<file path="src/rtl/dma_chan_pkg.sv">
package dma_chan_pkg;
   localparam int WORD_W = 32;
   localparam logic [3:0] OFS_CFG = 4'h0;
   localparam logic [3:0] OFS_SRC = 4'h4;
   localparam logic [3:0] OFS_DST = 4'h8;
   localparam logic [3:0] OFS_CNT = 4'hC;
   localparam int LOAD_BIT   = 31;
   localparam int REMAIN_BIT = 15;

   typedef enum logic [1:0] {XS_IDLE, XS_GATE, XS_READ, XS_WRITE} xfer_state_e;

   typedef struct packed {
      logic [1:0] width;
      logic [1:0] burst;
      logic       fixed;
      logic [4:0] rtype;
   } side_cfg_t;

   function automatic side_cfg_t unpack_dst(input logic [WORD_W-1:0] w);
      side_cfg_t c;
      c.width = w[26:25];
      c.burst = w[24:23];
      c.fixed = |w[22:21];
      c.rtype = w[20:16];
      return c;
   endfunction

   function automatic side_cfg_t unpack_src(input logic [WORD_W-1:0] w);
      side_cfg_t c;
      c.width = w[10:9];
      c.burst = w[8:7];
      c.fixed = |w[6:5];
      c.rtype = w[4:0];
      return c;
   endfunction

   function automatic logic [3:0] burst_beats(input logic [1:0] enc);
      case (enc)
         2'd0:    return 4'd1;
         2'd1:    return 4'd4;
         default: return 4'd8;
      endcase
   endfunction

   function automatic logic [2:0] width_bytes(input logic [1:0] enc);
      case (enc)
         2'd0:    return 3'd1;
         2'd1:    return 3'd2;
         default: return 3'd4;
      endcase
   endfunction
endpackage

</file>
<file path="src/rtl/dma_chan_regs.sv">
module dma_chan_regs
   import dma_chan_pkg::*;
(
   input  logic              clk,
   input  logic              rst_n,
   input  logic              wr_en,
   input  logic [3:0]        wr_addr,
   input  logic [WORD_W-1:0] wr_data,
   input  logic [3:0]        rd_addr,
   input  logic              busy,
   input  logic [WORD_W-1:0] remaining,
   output logic              start,
   output logic              halt,
   output logic [WORD_W-1:0] src_q,
   output logic [WORD_W-1:0] dst_q,
   output logic [WORD_W-1:0] cnt_q,
   output logic [WORD_W-1:0] rd_data
);
   logic [WORD_W-1:0] cfg_q;
   logic              cfg_sel;
   logic              accept;

   assign cfg_sel = wr_en && (wr_addr == OFS_CFG);
   assign halt    = cfg_sel && busy && (wr_data == '0);
   assign start   = cfg_sel && !busy && wr_data[LOAD_BIT];
   assign accept  = wr_en && (!busy || halt);

   always_ff @(posedge clk) begin
      if (!rst_n) begin
         cfg_q <= '0;
         src_q <= '0;
         dst_q <= '0;
         cnt_q <= '0;
      end else if (accept) begin
         case (wr_addr)
            OFS_CFG: cfg_q <= wr_data;
            OFS_SRC: src_q <= wr_data;
            OFS_DST: dst_q <= wr_data;
            OFS_CNT: cnt_q <= wr_data;
            default: ;
         endcase
      end
   end

   always_comb begin
      case (rd_addr)
         OFS_CFG: rd_data = {busy, cfg_q[LOAD_BIT-1:0]};
         OFS_SRC: rd_data = src_q;
         OFS_DST: rd_data = dst_q;
         OFS_CNT: rd_data = cfg_q[REMAIN_BIT] ? remaining : cnt_q;
         default: rd_data = '0;
      endcase
   end
endmodule

</file>
<file path="src/rtl/dma_chan_reqsel.sv">
module dma_chan_reqsel #(
   parameter int         NUM_REQ   = 32,
   parameter logic [4:0] MEM_RTYPE = 5'h16
) (
   input  logic [NUM_REQ-1:0] periph_req,
   input  logic [4:0]         src_rtype,
   input  logic [4:0]         dst_rtype,
   output logic               gate_ok
);
   logic [31:0] lines;

   generate
      if (NUM_REQ == 32) begin : g_full
         assign lines = periph_req;
      end else begin : g_pad
         assign lines = {{(32-NUM_REQ){1'b0}}, periph_req};
      end
   endgenerate

   logic src_ok, dst_ok;
   assign src_ok  = (src_rtype == MEM_RTYPE) || lines[src_rtype];
   assign dst_ok  = (dst_rtype == MEM_RTYPE) || lines[dst_rtype];
   assign gate_ok = src_ok && dst_ok;
endmodule

</file>
<file path="src/rtl/dma_chan_xfer.sv">
module dma_chan_xfer
   import dma_chan_pkg::*;
#(
   parameter logic [4:0] MEM_RTYPE = 5'h16
) (
   input  logic              clk,
   input  logic              rst_n,
   input  logic              start,
   input  logic              halt,
   input  logic [WORD_W-1:0] start_cfg,
   input  logic [WORD_W-1:0] src_base,
   input  logic [WORD_W-1:0] dst_base,
   input  logic [WORD_W-1:0] cnt_init,
   input  logic              gate_ok,
   input  logic              bus_ack,
   input  logic [WORD_W-1:0] bus_rdata,
   output logic              busy,
   output logic [WORD_W-1:0] remaining,
   output logic [4:0]        src_rtype,
   output logic [4:0]        dst_rtype,
   output logic              bus_req,
   output logic              bus_we,
   output logic [WORD_W-1:0] bus_addr,
   output logic [1:0]        bus_size,
   output logic [WORD_W-1:0] bus_wdata,
   output logic              half_done,
   output logic              done
);
   xfer_state_e       state;
   side_cfg_t         scfg, dcfg;
   logic [WORD_W-1:0] cur_src, cur_dst, total, hold;
   logic [3:0]        beats_left;
   logic              half_seen;

   logic [1:0]        narrow, step_enc;
   logic [WORD_W-1:0] step, sub, rem_next;
   logic [3:0]        burst_len;
   logic              crosses_half;

   assign narrow   = (scfg.width < dcfg.width) ? scfg.width : dcfg.width;
   assign step_enc = (narrow == 2'd3) ? 2'd2 : narrow;
   assign step     = {{(WORD_W-3){1'b0}}, width_bytes(step_enc)};
   assign sub      = (remaining < step) ? remaining : step;
   assign rem_next = remaining - sub;
   assign burst_len = (scfg.rtype != MEM_RTYPE) ? burst_beats(scfg.burst)
                                                : burst_beats(dcfg.burst);
   assign crosses_half = !half_seen && ({rem_next, 1'b0} <= {1'b0, total});

   always_ff @(posedge clk) begin
      if (!rst_n) begin
         state      <= XS_IDLE;
         scfg       <= '0;
         dcfg       <= '0;
         cur_src    <= '0;
         cur_dst    <= '0;
         total      <= '0;
         remaining  <= '0;
         hold       <= '0;
         beats_left <= '0;
         half_seen  <= 1'b0;
         half_done  <= 1'b0;
         done       <= 1'b0;
      end else begin
         half_done <= 1'b0;
         done      <= 1'b0;
         if (halt) begin
            state <= XS_IDLE;
         end else begin
            case (state)
               XS_IDLE: if (start) begin
                  scfg      <= unpack_src(start_cfg);
                  dcfg      <= unpack_dst(start_cfg);
                  cur_src   <= src_base;
                  cur_dst   <= dst_base;
                  total     <= cnt_init;
                  remaining <= cnt_init;
                  half_seen <= 1'b0;
                  if (cnt_init == '0) done  <= 1'b1;
                  else                state <= XS_GATE;
               end
               XS_GATE: if (gate_ok) begin
                  beats_left <= burst_len;
                  state      <= XS_READ;
               end
               XS_READ: if (bus_ack) begin
                  hold  <= bus_rdata;
                  state <= XS_WRITE;
               end
               XS_WRITE: if (bus_ack) begin
                  remaining  <= rem_next;
                  beats_left <= beats_left - 4'd1;
                  if (!scfg.fixed) cur_src <= cur_src + step;
                  if (!dcfg.fixed) cur_dst <= cur_dst + step;
                  if (crosses_half) begin
                     half_done <= 1'b1;
                     half_seen <= 1'b1;
                  end
                  if (rem_next == '0) begin
                     done  <= 1'b1;
                     state <= XS_IDLE;
                  end else if (beats_left == 4'd1) begin
                     state <= XS_GATE;
                  end else begin
                     state <= XS_READ;
                  end
               end
               default: state <= XS_IDLE;
            endcase
         end
      end
   end

   assign busy      = (state != XS_IDLE);
   assign bus_req   = (state == XS_READ) || (state == XS_WRITE);
   assign bus_we    = (state == XS_WRITE);
   assign bus_addr  = bus_we ? cur_dst : cur_src;
   assign bus_size  = step_enc;
   assign bus_wdata = hold;
   assign src_rtype = scfg.rtype;
   assign dst_rtype = dcfg.rtype;
endmodule

</file>
<file path="src/rtl/dma_chan_engine.sv">
module dma_chan_engine
   import dma_chan_pkg::*;
#(
   parameter int         NUM_REQ   = 32,
   parameter logic [4:0] MEM_RTYPE = 5'h16
) (
   input  logic               clk,
   input  logic               rst_n,
   input  logic               reg_wr_en,
   input  logic [3:0]         reg_wr_addr,
   input  logic [31:0]        reg_wr_data,
   input  logic [3:0]         reg_rd_addr,
   output logic [31:0]        reg_rd_data,
   output logic               bus_req,
   output logic               bus_we,
   output logic [31:0]        bus_addr,
   output logic [1:0]         bus_size,
   output logic [31:0]        bus_wdata,
   input  logic               bus_ack,
   input  logic [31:0]        bus_rdata,
   input  logic [NUM_REQ-1:0] periph_req,
   output logic               half_done,
   output logic               done
);
   generate
      if (NUM_REQ < 1 || NUM_REQ > 32) begin : g_bad_num_req
         $error("NUM_REQ must lie in 1..32");
      end
      if (WORD_W != 32) begin : g_bad_word
         $error("register word must be 32 bits");
      end
   endgenerate

   logic              busy, start, halt, gate_ok;
   logic [31:0]       remaining, src_q, dst_q, cnt_q;
   logic [4:0]        src_rtype, dst_rtype;

   dma_chan_regs i_regs (
      .clk       (clk),
      .rst_n     (rst_n),
      .wr_en     (reg_wr_en),
      .wr_addr   (reg_wr_addr),
      .wr_data   (reg_wr_data),
      .rd_addr   (reg_rd_addr),
      .busy      (busy),
      .remaining (remaining),
      .start     (start),
      .halt      (halt),
      .src_q     (src_q),
      .dst_q     (dst_q),
      .cnt_q     (cnt_q),
      .rd_data   (reg_rd_data)
   );

   dma_chan_reqsel #(.NUM_REQ(NUM_REQ), .MEM_RTYPE(MEM_RTYPE)) i_reqsel (
      .periph_req (periph_req),
      .src_rtype  (src_rtype),
      .dst_rtype  (dst_rtype),
      .gate_ok    (gate_ok)
   );

   dma_chan_xfer #(.MEM_RTYPE(MEM_RTYPE)) i_xfer (
      .clk       (clk),
      .rst_n     (rst_n),
      .start     (start),
      .halt      (halt),
      .start_cfg (reg_wr_data),
      .src_base  (src_q),
      .dst_base  (dst_q),
      .cnt_init  (cnt_q),
      .gate_ok   (gate_ok),
      .bus_ack   (bus_ack),
      .bus_rdata (bus_rdata),
      .busy      (busy),
      .remaining (remaining),
      .src_rtype (src_rtype),
      .dst_rtype (dst_rtype),
      .bus_req   (bus_req),
      .bus_we    (bus_we),
      .bus_addr  (bus_addr),
      .bus_size  (bus_size),
      .bus_wdata (bus_wdata),
      .half_done (half_done),
      .done      (done)
   );
endmodule

</file>
<file path="config.mk">
export PLATFORM = sky130hd
export DESIGN_NAME = dma_chan_engine
export DESIGN_NICKNAME = d
export VERILOG_FILES = /design/src/rtl/dma_chan_pkg.sv /design/src/rtl/dma_chan_regs.sv /design/src/rtl/dma_chan_reqsel.sv /design/src/rtl/dma_chan_xfer.sv /design/src/rtl/dma_chan_engine.sv
export SDC_FILE = /design/constraint.sdc
export NUM_CORES = 1
export LEC_CHECK = 0
export ABC_AREA = 1
export BUFFER_PORTS_ARGS = -buffer_cell sky130_fd_sc_hd__buf_4
export CORE_MARGIN = 3
export CORE_UTILIZATION = 45
export DETAILED_ROUTE_END_ITERATION = 10
export HOLD_SLACK_MARGIN = 0.05
export SLEW_MARGIN = 15
export SYNTH_ARGS = -nofsm -noshare
export SYNTH_HDL_FRONTEND = slang
export SYNTH_HIERARCHICAL = 1
export SYNTH_SLANG_ARGS = --single-unit
</file>
<file path="constraint.sdc">
create_clock -name clk -period 5.7 [get_ports clk]
set_input_delay 0.285 -clock clk [delete_from_list [all_inputs] [get_ports clk]]
set_output_delay 0.285 -clock clk [all_outputs]
set_load 0.01 [all_outputs]
</file>
-- Yosys cells after proc, flatten, opt, wreduce, memory -nomap -nowiden
Cells that the tools add are included.
Widths: inputs -> output; s select.
- register bits after elaboration: 316
- bits of input ports: 108
- logic and storage cells: 148
- equal/unequal tests: 25
- multiplexer cells: 46
- reduce and logical (&&, ||, !) cells: 42
- $add $sub $neg: 4
- bitwise operators: 4
- $lt $le $gt $ge: 5
- operators with widths (kind ; number):
    $mux 32 ; 11
    $pmux 32 s2 ; 3
    $pmux 32 s4 ; 1
    $logic_not 32->1 ; 3
    $add 32x3->32 ; 2
    $le 33x32->1 ; 1
    $lt 32x3->1 ; 1
    $sub 32x32->32 ; 1
    $pmux 4 s2 ; 3
    $reduce_and 5->1 ; 4
    $mux 2 ; 9
    $eq 4x4->1 const B ; 4
    $ne 2x2->1 const B ; 8
    $lt 5x6->1 const B ; 2
    $mux 4 ; 3
    $bmux 1 s5 ; 2
    $eq 5x5->1 const B ; 2
    $mux 1 ; 10
    $eq 2x1->1 const B ; 4
    $eq 4x3->1 const B ; 2
    $logic_and 1x1->1 ; 8
    $logic_not 2->1 ; 4
    $logic_not 4->1 ; 2
    $pmux 2 s4 ; 1
    other kinds (16) ; 35

-- Longest topological paths before layout
Gate-level depths: netlist of run 1.
- depth after elaboration: 14
- mapped depth: 37
- gate-level depth less buffers: 37

-- By module
The synthesis of run 1 kept the hierarchy.
- modules (own cells, without submodules) (module ; seq. area each (um^2) ; cells each ; times used ; area an instance (um^2)):
    dma_chan_xfer ; 3783.6 ; 1831 ; 1 ; 12009.0
    dma_chan_regs ; 2542.4 ; 962 ; 1 ; 6273.5
    dma_chan_reqsel ; 0.0 ; 172 ; 1 ; 785.8

-- Least setup slack after synthesis of run 1
Ideal clock, no wire load.
- path type: reg2reg
- start: reg i_xfer/dcfg[9] (netlist bit)
- end: reg i_xfer.half_done
- period minus slack after synthesis: 4767 ps
- path slack: 933 ps
- stages on the path, launching flop included: 30
- buffers on the path: 0
- arrival time: 4651 ps
- cells stage by stage: dfxtp_1 -> inv_1 -> ha_1 -> nor2_1 -> o22ai_1 -> nor2_1 -> inv_1 -> ha_1 -> o21ai_0 -> nand2_1 -> a211oi_1 -> nand4_1 -> o21ai_0 -> ha_1 -> inv_1 -> fa_1 -> nand2_1 -> nand2_2 -> nor3_4 -> nand3_1 -> xor2_1 -> inv_1 -> ha_1 -> nand4_1 -> nor2_1 -> nor4b_1 -> nand3_1 -> nand3_1 -> nand2_1 -> and3_1
- word-level cells in the longest chain between the ends: 12
- elaborated cells between the ends (all ways): 13
- those cells by class: add/sub (1); order compare (3); eq/ne (2); mux (5); reduce/logical (2)
- ends and longest elaborated chain (what ; line ; text):
    start: declaration ; dma_chan_xfer.sv:30 ; side_cfg_t scfg, dcfg;
    start signal: assignment ; dma_chan_xfer.sv:72 ; dcfg <= unpack_dst(start_cfg);
    $lt 2x2->1 ; dma_chan_xfer.sv:40 ; assign narrow = (scfg.width < dcfg.width) ? scfg.width : dcfg.width;
    $mux 2 * ; dma_chan_xfer.sv:40 ;
    $eq 2x2->1 ; dma_chan_xfer.sv:41 ; assign step_enc = (narrow == 2'd3) ? 2'd2 : narrow;
    $mux 2 * ; dma_chan_xfer.sv:41 ;
    via bus_size[0] ; dma_chan_engine.sv:17 ; output logic [1:0] bus_size,
    $eq 2x1->1 or $logic_not 2->1 (tied branches) ; dma_chan_pkg.sv:46 ; case (enc)
    $pmux 3 s2 * ; dma_chan_pkg.sv:46 ;
    $lt 32x3->1 ; dma_chan_xfer.sv:43 ; assign sub = (remaining < step) ? remaining : step;
    $mux 32 * ; dma_chan_xfer.sv:43 ;
    $sub 32x32->32 * ; dma_chan_xfer.sv:44 ; assign rem_next = remaining - sub;
    $le 33x32->1 * ; dma_chan_xfer.sv:47 ; assign crosses_half = !half_seen && ({rem_next, 1'b0} <= {1'b0, total});
    $logic_and 1x1->1 * ; dma_chan_xfer.sv:47 ;
    $mux 1 * ; dma_chan_xfer.sv:94 ; if (crosses_half) begin
    end signal: assignment ; dma_chan_xfer.sv:61 ; half_done <= 1'b0;
    end signal: assignment ; dma_chan_xfer.sv:64 ; half_done <= 1'b0;
    end signal: assignment ; dma_chan_xfer.sv:95 ; half_done <= 1'b1;
    end: declaration ; dma_chan_xfer.sv:26 ; output logic half_done,
The timed path passes the listed nets; every way through them passes the cells marked *.
A chain may end at the register's enable or synchronous reset.

-- Final worst setup path of run 1
- start: reg i_xfer/dcfg[9] (netlist bit)
- end: reg i_xfer.half_done
- word-level cells in the longest chain between the ends: 12
- elaborated cells between the ends (all ways): 13
- those cells by class: add/sub (1); order compare (3); eq/ne (2); mux (5); reduce/logical (2)
- ends and longest elaborated chain (what ; line):
    $lt 2x2->1 ; dma_chan_xfer.sv:40
    $mux 2 * ; dma_chan_xfer.sv:40
    $eq 2x2->1 ; dma_chan_xfer.sv:41
    $mux 2 * ; dma_chan_xfer.sv:41
    $eq 2x1->1 or $logic_not 2->1 (tied branches) ; dma_chan_pkg.sv:46
    $pmux 3 s2 * ; dma_chan_pkg.sv:46
    $lt 32x3->1 ; dma_chan_xfer.sv:43
    $mux 32 * ; dma_chan_xfer.sv:43
    $sub 32x32->32 * ; dma_chan_xfer.sv:44
    $le 33x32->1 * ; dma_chan_xfer.sv:47
    $logic_and 1x1->1 * ; dma_chan_xfer.sv:47
    $mux 1 * ; dma_chan_xfer.sv:94
Mark *: on every way between the ends. The rest lies on a longest branch, timed or not.

==> impl_metrics.tcl, run 1 <==
set metrics [dict create \
    reg2reg_depth 30 \
    clock_skew_ns 0.02277 \
    ys_ff_latch 316 \
    relSlewSlack_pct 33.17 \
    synth_area_sq_um 19070 \
    tightestPinTransition_ns 1.001 \
    hold_ws_ns 0.07404 \
    place_congestion 0.9462 \
    io_buffers 208 \
    htree_levels 2 \
    yosysTopAreaCell "dfxtp_1" \
    crit_type "flip-flop to flip-flop" \
    setup_violations 0 \
    synthTopCellsByArea "dfxtp_1 (33%), nand2_1 (13%), nor2_1 (7.7%)" \
    async_flop_share_pct 0 \
    p_leak_uw 0.009208 \
    dr.pass1.iters 6 \
    grt_pass1_wl_um 110200 \
    yosysWarnings 6 \
    grt_pass1_vias 18520 \
    p_clk_share_pct 40.4 \
    final_cell_mix "nand2_1 (679), nor2_1 (387), inv_1 (372)" \
    dieArea_sq_um 44880 \
    cp_slowest_cell "dfxtp_1" \
    cts_buffers 38 \
    hold_start "reg_wr_data[0]" \
    drt_iter0_drc 2022 \
    power_density_nw_per_um2 280.2 \
    pwr-share-comb_pct 23.4 \
    multiInputGateArea_sq_um 10570 \
    cts_root_buf "clkbuf_16" \
    fin_ws_ns 0.5239 \
    min_to "i_xfer/src_rtype[0]$_SDFFE_PN0P_" \
    wl_per_cell_um 19.58 \
    yosysSeqAreaShare_pct 33.18 \
    insertion_delay_ns 0.57 \
    dp_hpwl_um 52210 \
    cts_tree "done" \
    status "completed" \
    fmaxAchievable_ghz 0.1932 \
    num_vias 20330 \
    p_total_uw 6349 \
    wirelength_um 72320 \
    power.switching_uw 2019 \
    overflow 0 \
    dieHeight_um 211.9 \
    startpoint_type "flip-flop" \
    ctsLongestPathBuffers 3 \
    timing.final.crit_share_pct 90.81 \
    final.fill_count 4197 \
    reg2reg_to "i_xfer/half_done$_SDFF_PP0_" \
    preCtsSetupSlack_ns 0.4782 \
    cts_sinks 316 \
    p_sw_share_pct 31.80 \
    hold_class "input pin to flip-flop" \
    chipWidth_um 211.9 \
    period_minus_slack_ns 5.176 \
    drive_above_1_share_pct 13.10 \
    avgSynthCellArea_sq_um 6.431 \
    cap_viol_max_count 0 \
    core_sq_um 41390 \
    arrival_ns 5.63 \
    cp_max_fo 5 \
    drcViolationCount 0 \
    internal_power_uw 4330 \
    ff2ff_setup_slack_ns 0.52 \
    area_growth_pct 18.84 \
    fin_area_sq_um 22660 \
    netlist.area_leader.share_pct 33.18 \
    synthCells 2965 \
    io_pins 210 \
    hold_depth 3 \
    dp_cells 3570 \
    start_util_pct 46.07 \
    grt_max_degree 80 \
    synth_cell_type_count 54 \
    reg2reg_from "i_xfer/dcfg[9]$_SDFFE_PN0P_" \
    slew_viol_final 0 \
    seq_power_share_pct 36.2 \
    rows 74 \
    slowest_delay_ns 0.33 \
    final_nets 3292 \
    synth-main-ff-cell "dfxtp_1" \
    ant_nets 0 \
    antenna_found_initial 1 \
    seq_area_sq_um 6330 \
    synth_fp_nets 3126 \
    vias_per_cell 5.504 \
    cp.required_ns 6.15 \
    ir_worst_vdd_v 0.0002398 \
    hold_viol_final 0 \
    worstSetupEndpointType "flip-flop" \
    final_cell_count_no_fill 3694 \
    final_common_cell "nand2_1" \
    synth_edf_count 0 \
    clkTransAtPathRegs_ns 0.05 \
    dpl_cell_area_sq_um 20780 \
    grt_use_total_pct 31.48 \
]
-- cells in the mapped netlist (4+ instances only) --
cell type	count
nand2_1	679
nor2_1	392
inv_1	374
dfxtp_1	316
o21ai_0	264
a21oi_1	193
nand3_1	117
clkbuf_1	113
nand4_1	67
ha_1	50
nor3_1	43
xor2_1	41
a31oi_1	34
o211ai_1	34
o2111ai_1	32
nand2_2	19
buf_4	16
nor4_1	13
buf_2	12
buf_6	12
inv_2	12
o21ai_1	12
buf_1	11
nor2_2	11
or2_2	9
a211oi_1	8
nor2_4	8
xnor2_1	7
a311oi_1	6
nand3_2	6
nor3_2	5
o22ai_1	5
a21oi_2	4
a221oi_1	4
nand3b_1	4
-- layer usage --
layer | part of all wire (%) | up-vias | track usage [%]
met3 | 8.7 | 110 | 6.120
li1 | - | 9959 | -
met4 | 2.8 | 2 | 9.261
met5 | 0.018 | - | 0
met1 | 44 | 9419 | 44.07
met2 | 44 | 843 | 49.38
-- timing repair --
item	in CTS	in global routing
setup buffers	0	4
resized for setup	0	7
hold buffers	49	0
endpoints found under the hold margin	65	0
setup endpoints to repair	0	2
-- cells by family after synthesis --
logic type | Yosys count | synth area share, %
buf+inv | 553 | 11.77
flops | 316 | 33.18
compound gates | 603 | 17.68
xor+xnor | 51 | 2.461
simple gates | 1389 | 31.32
fa+ha+maj | 53 | 3.596
-- cell type report --
| class | count | area share (%) |
|---|---|---|
| antenna | 1 | 0.01104 |
| clock buffer | 52 | 5.002 |
| clock inverter | 18 | 0.8503 |
| inverter | 389 | 6.455 |
| multi-input combinational | 2096 | 46.66 |
| sequential | 316 | 27.93 |
| tap | 532 | 2.937 |
| timing repair buffer | 290 | 10.15 |
-- power groups by stage --
stage / combinational [uW] / sequential, uW / clock, uW
after CTS: 1450 / 2300 / 2610
final: 1480 / 2300 / 2570
after global routing: 1660 / 2300 / 2700
after global placement: 1400 / 2340 / 0
after detailed placement: 1410 / 2350 / 0
after floorplan: 994 / 2320 / 0
-- worst max-delay path: cells and delay by family (launching register included) --
kind	cells	cell delay (ns)
and+or+nand+nor	16	2.17
adders and majority gates	4	1.16
AOI/OAI and AO/OA	4	0.65
buffers and inverters	5	0.54
DFF	1	0.33
xor gates and xnor gates	1	0.23
-- sequential cells by signal, indices dropped and copies added (netlist names) --
| signal | flops |
|---|---|
| i_xfer/scfg | 5 |
| i_xfer/total | 32 |
| i_xfer/remaining | 32 |
| i_regs/dst_q | 32 |
| i_xfer/bus_wdata | 32 |
| i_xfer/dst_rtype | 5 |
| i_regs/cnt_q | 32 |
| i_regs/src_q | 32 |
| i_xfer/done | 1 |
| i_xfer/src_rtype | 5 |
| i_xfer/beats_left | 4 |
| i_xfer/cur_dst | 32 |
| i_regs/cfg_q | 31 |
| i_xfer/cur_src | 32 |
| i_xfer/half_seen | 1 |
| i_xfer/dcfg | 5 |
| i_xfer/state | 2 |
| i_xfer/half_done | 1 |
-- worst max-delay path by stage --
| stage | startpoint | endpoint | slack (ns) | depth (start not counted) |
|---|---|---|---|---|
| 6_report | i_xfer/dcfg[9]$_SDFFE_PN0P_ | i_xfer/half_done$_SDFF_PP0_ | 0.52 | 30 |
| 3_3_place_gp | i_xfer/dcfg[9]$_SDFFE_PN0P_ | i_xfer/half_done$_SDFF_PP0_ | 0.66 | 34 |
| 2_1_floorplan | i_xfer/dcfg[9]$_SDFFE_PN0P_ | i_xfer/half_done$_SDFF_PP0_ | 0.93 | 29 |
| 4_1_cts | i_xfer/dcfg[9]$_SDFFE_PN0P_ | i_xfer/half_done$_SDFF_PP0_ | 0.46 | 29 |
| 3_5_place_dp | i_xfer/dcfg[9]$_SDFFE_PN0P_ | i_xfer/half_done$_SDFF_PP0_ | 0.48 | 29 |
| 5_1_grt | i_xfer/dcfg[9]$_SDFFE_PN0P_ | i_xfer/half_done$_SDFF_PP0_ | -0.03 | 30 |
-- per-stage QoR --
step,TNS [ns],util [%]
after floorplan,0,-
after global placement,0,50.22
after detailed placement,0,50.22
after CTS,0,54.61
after global routing,-0.03495,54.75
final,0,54.75
No activity file was read; power rests on OpenSTA's default activity.
==> run 2, diff against run 1 <==
Settings changed: SYNTH_HIERARCHICAL 1 to default.
==> run 2 against run 1 <==
  * Design area shrank 4.3%
  * Setup slack worse by 0.090 ns
  * Die area is 5.9% lower
  * Non-clock buffer count grew 12
  * Power up 14%
  * Clock skew shrank 0.0060 ns
  * Global-route usage grew 1.2 points
  * First-iteration DRC count fell by 1.3%
  * Critical path depth grew 2
  * Register-to-register slack lost 0.09 ns
  * Via count shrank 4.8%
  * Worst hold slack gained 0.0091 ns
  * Critical path type unchanged
==> impl_metrics.tcl, run 2 <==
set metrics [dict create \
    synthTopCellsByArea "dfxtp_1 (35%), nand2_1 (9.7%), a21oi_1 (9.0%)" \
    grt_use_total_pct 32.64 \
    grt_pass1_wl_um 106600 \
    drive_above_1_share_pct 12.60 \
    start_util_pct 45.92 \
    relSlewSlack_pct 28.60 \
    synth-main-ff-cell "dfxtp_1" \
    cts_root_buf "clkbuf_16" \
    power_density_nw_per_um2 334.5 \
    ys_top_cells_by_count "nand2_1 (463), a21oi_1 (321), dfxtp_1 (316)" \
    internal_power_uw 4599 \
    final_common_cell "nand2_1" \
    cp_slowest_cell "fa_2" \
    hold_class "input pin to flip-flop" \
    yosysTopAreaCell "dfxtp_1" \
    slowest_delay_ns 0.35 \
    synth_xor_area_share_pct 2.396 \
    clock_skew_ns 0.01672 \
    io_pins 210 \
    dpl_cell_area_sq_um 19710 \
    tightestPinTransition_ns 1.067 \
    p_leak_uw 0.008360 \
    num_vias 19350 \
    synth_top_family_by_area "compound AO/OA/AOI/OAI gates" \
    power.switching_uw 2656 \
    startpoint_type "flip-flop" \
    insertion_delay_ns 0.56 \
    ir_worst_vdd_v 0.0002301 \
    p_sw_share_pct 36.61 \
    overflow 0 \
    cp.required_ns 6.16 \
    arrival_ns 5.72 \
    grt_pass1_vias 17810 \
    dp_hpwl_um 52230 \
    final_nets 3016 \
    slew_viol_final 0 \
    synthSimpleGateAreaFrac_pct 22.62 \
    final.fill_count 3855 \
    core_sq_um 39010 \
    avgSynthCellArea_sq_um 6.731 \
    yosysMostFrequentCell "nand2_1" \
    synthAdderAreaFrac_pct 3.898 \
    hold_viol_final 0 \
    place_congestion 0.9479 \
    cts_tree "done" \
    area_growth_pct 21.10 \
    yosysWarnings 0 \
    timing.final.crit_share_pct 92.39 \
    crit_top_cell "inv_1" \
    ys_ff_latch 316 \
    pwr-share-comb_pct 34.8 \
    worstSetupEndpointType "flip-flop" \
    async_flop_share_pct 0 \
    io_buffers 209 \
    chipWidth_um 205.5 \
    cap_viol_max_count 0 \
    vias_per_cell 5.695 \
    final_cell_mix "nand2_1 (459), a21oi_1 (321), dfxtp_1 (315)" \
    ctsLongestPathBuffers 3 \
    cts_buffers 38 \
    ant_nets 0 \
    dieArea_sq_um 42230 \
    synth_edf_count 0 \
    dr.pass1.iters 5 \
    setup_violations 0 \
    dieHeight_um 205.5 \
    post-route-util_pct 55.61 \
    n_antenna_cell 0 \
    netlist.area_leader.share_pct 35.32 \
    cts_sinks 316 \
    synth_area_sq_um 17910 \
    cp_max_fo 5 \
    crit_type "flip-flop to flip-flop" \
    synthCells 2661 \
    clkTransAtPathRegs_ns 0.06 \
    drt_iter0_drc 1996 \
    synth_compound_area_share_pct 25.33 \
    grt_max_degree 117 \
    period_minus_slack_ns 5.266 \
    synth.area.mux_share_pct 0.05588 \
    hold_ws_ns 0.08314 \
    rows 72 \
    fin_tns_setup_ns 0 \
    fmaxAchievable_ghz 0.1899 \
    yosysSeqAreaShare_pct 35.32 \
    wirelength_um 70850 \
    synth_fp_nets 2823 \
    rsz0062_at_grt "no" \
    htree_levels 2 \
    p_clk_share_pct 33.4 \
    synth_cell_type_count 54 \
    seq_power_share_pct 31.9 \
    status "completed" \
    fin_area_sq_um 21690 \
    drcViolationCount 0 \
    antenna_found_initial 1 \
    wl_per_cell_um 20.85 \
]
==> run 2: area by class of cell <==
class / instances / area [sq um] / area share, %
clock buffer: 50 / 1067 / 4.920
multi-input combinational: 1877 / 9879 / 45.54
tap: 518 / 648.1 / 2.988
clock inverter: 16 / 147.6 / 0.6806
sequential: 316 / 6327 / 29.17
timing repair buffer: 302 / 2421 / 11.16
inverter: 319 / 1201 / 5.537
==> run 2: path summary, 6_finish.rpt <==
check / slack [ns] / from / endpoint / cells past startpoint
setup / recovery: 0.43 / i_xfer.dcfg[9]$_SDFFE_PN0P_ / i_xfer.half_seen$_SDFFE_PN0P_ / 32
hold / removal: 0.08 / reg_wr_data[24] / i_regs.src_q[24]$_SDFFE_PN0P_ / 3
setup reg to reg: 0.43 / i_xfer.dcfg[9]$_SDFFE_PN0P_ / i_xfer.half_seen$_SDFFE_PN0P_ / 32
hold reg to reg: 0.43 / i_xfer.half_seen$_SDFFE_PN0P_ / i_xfer.half_done$_SDFF_PP0_ / 1
==> run 2: power by group through the flow <==
stage / Sequential [uW] / Combinational, uW / Clock (uW)
floorplan: 2340 / 1560 / 0
global placement: 2360 / 2260 / 0
detailed placement: 2360 / 2260 / 0
CTS: 2310 / 2310 / 2450
global route: 2320 / 2810 / 2530
finish: 2310 / 2520 / 2420
==> run 2: repair_timing <==
action | in CTS | in global routing
hold buffers | 60 | 0
gates cloned | 0 | 0
gates resized for setup | 1 | 28
buffers inserted | 0 | 7
endpoints found under the hold margin | 91 | 0
setup endpoints to repair | 1 | 2
pin swaps | 0 | 11
==> run 2: layer usage <==
layer	routed length [um]	vias up	GRT usage, %
li1	-	9350	-
met1	30490	9043	44.36
met2	32350	801	52.94
met3	5209	156	4.351
met4	2795	2	12.18
met5	9	-	0
==> run 2: logic make-up (layout without fill, tap and decap cells) <==
family	after synthesis	in the layout
simple gates	952	952
xor+xnor	49	49
fa+ha+maj	54	54
mux	1	1
flops	316	316
buf+inv	468	687
compound gates	821	821
==> run 2: per-stage QoR <==
step                instances  setup WS (ns)  power (uW)
floorplan                2661         0.6533        3894
global placement         3265         0.3608        4617
detailed placement       3265       -0.02556        4622
CTS                      3391        0.07907        7072
global route             3398       0.009199        7652
finish                   3398         0.4340        7255
==> run 2: critical path, delay by kind of cell (launching register included) <==
family	cells	cell delay (ns)
AND/OR/NAND/NOR	16	2.17
adder cells (fa/ha/maj)	5	1.41
AO/OA/AOI/OAI	5	0.69
flip-flops	1	0.34
buffers and inverters	5	0.33
XOR/XNOR	1	0.20
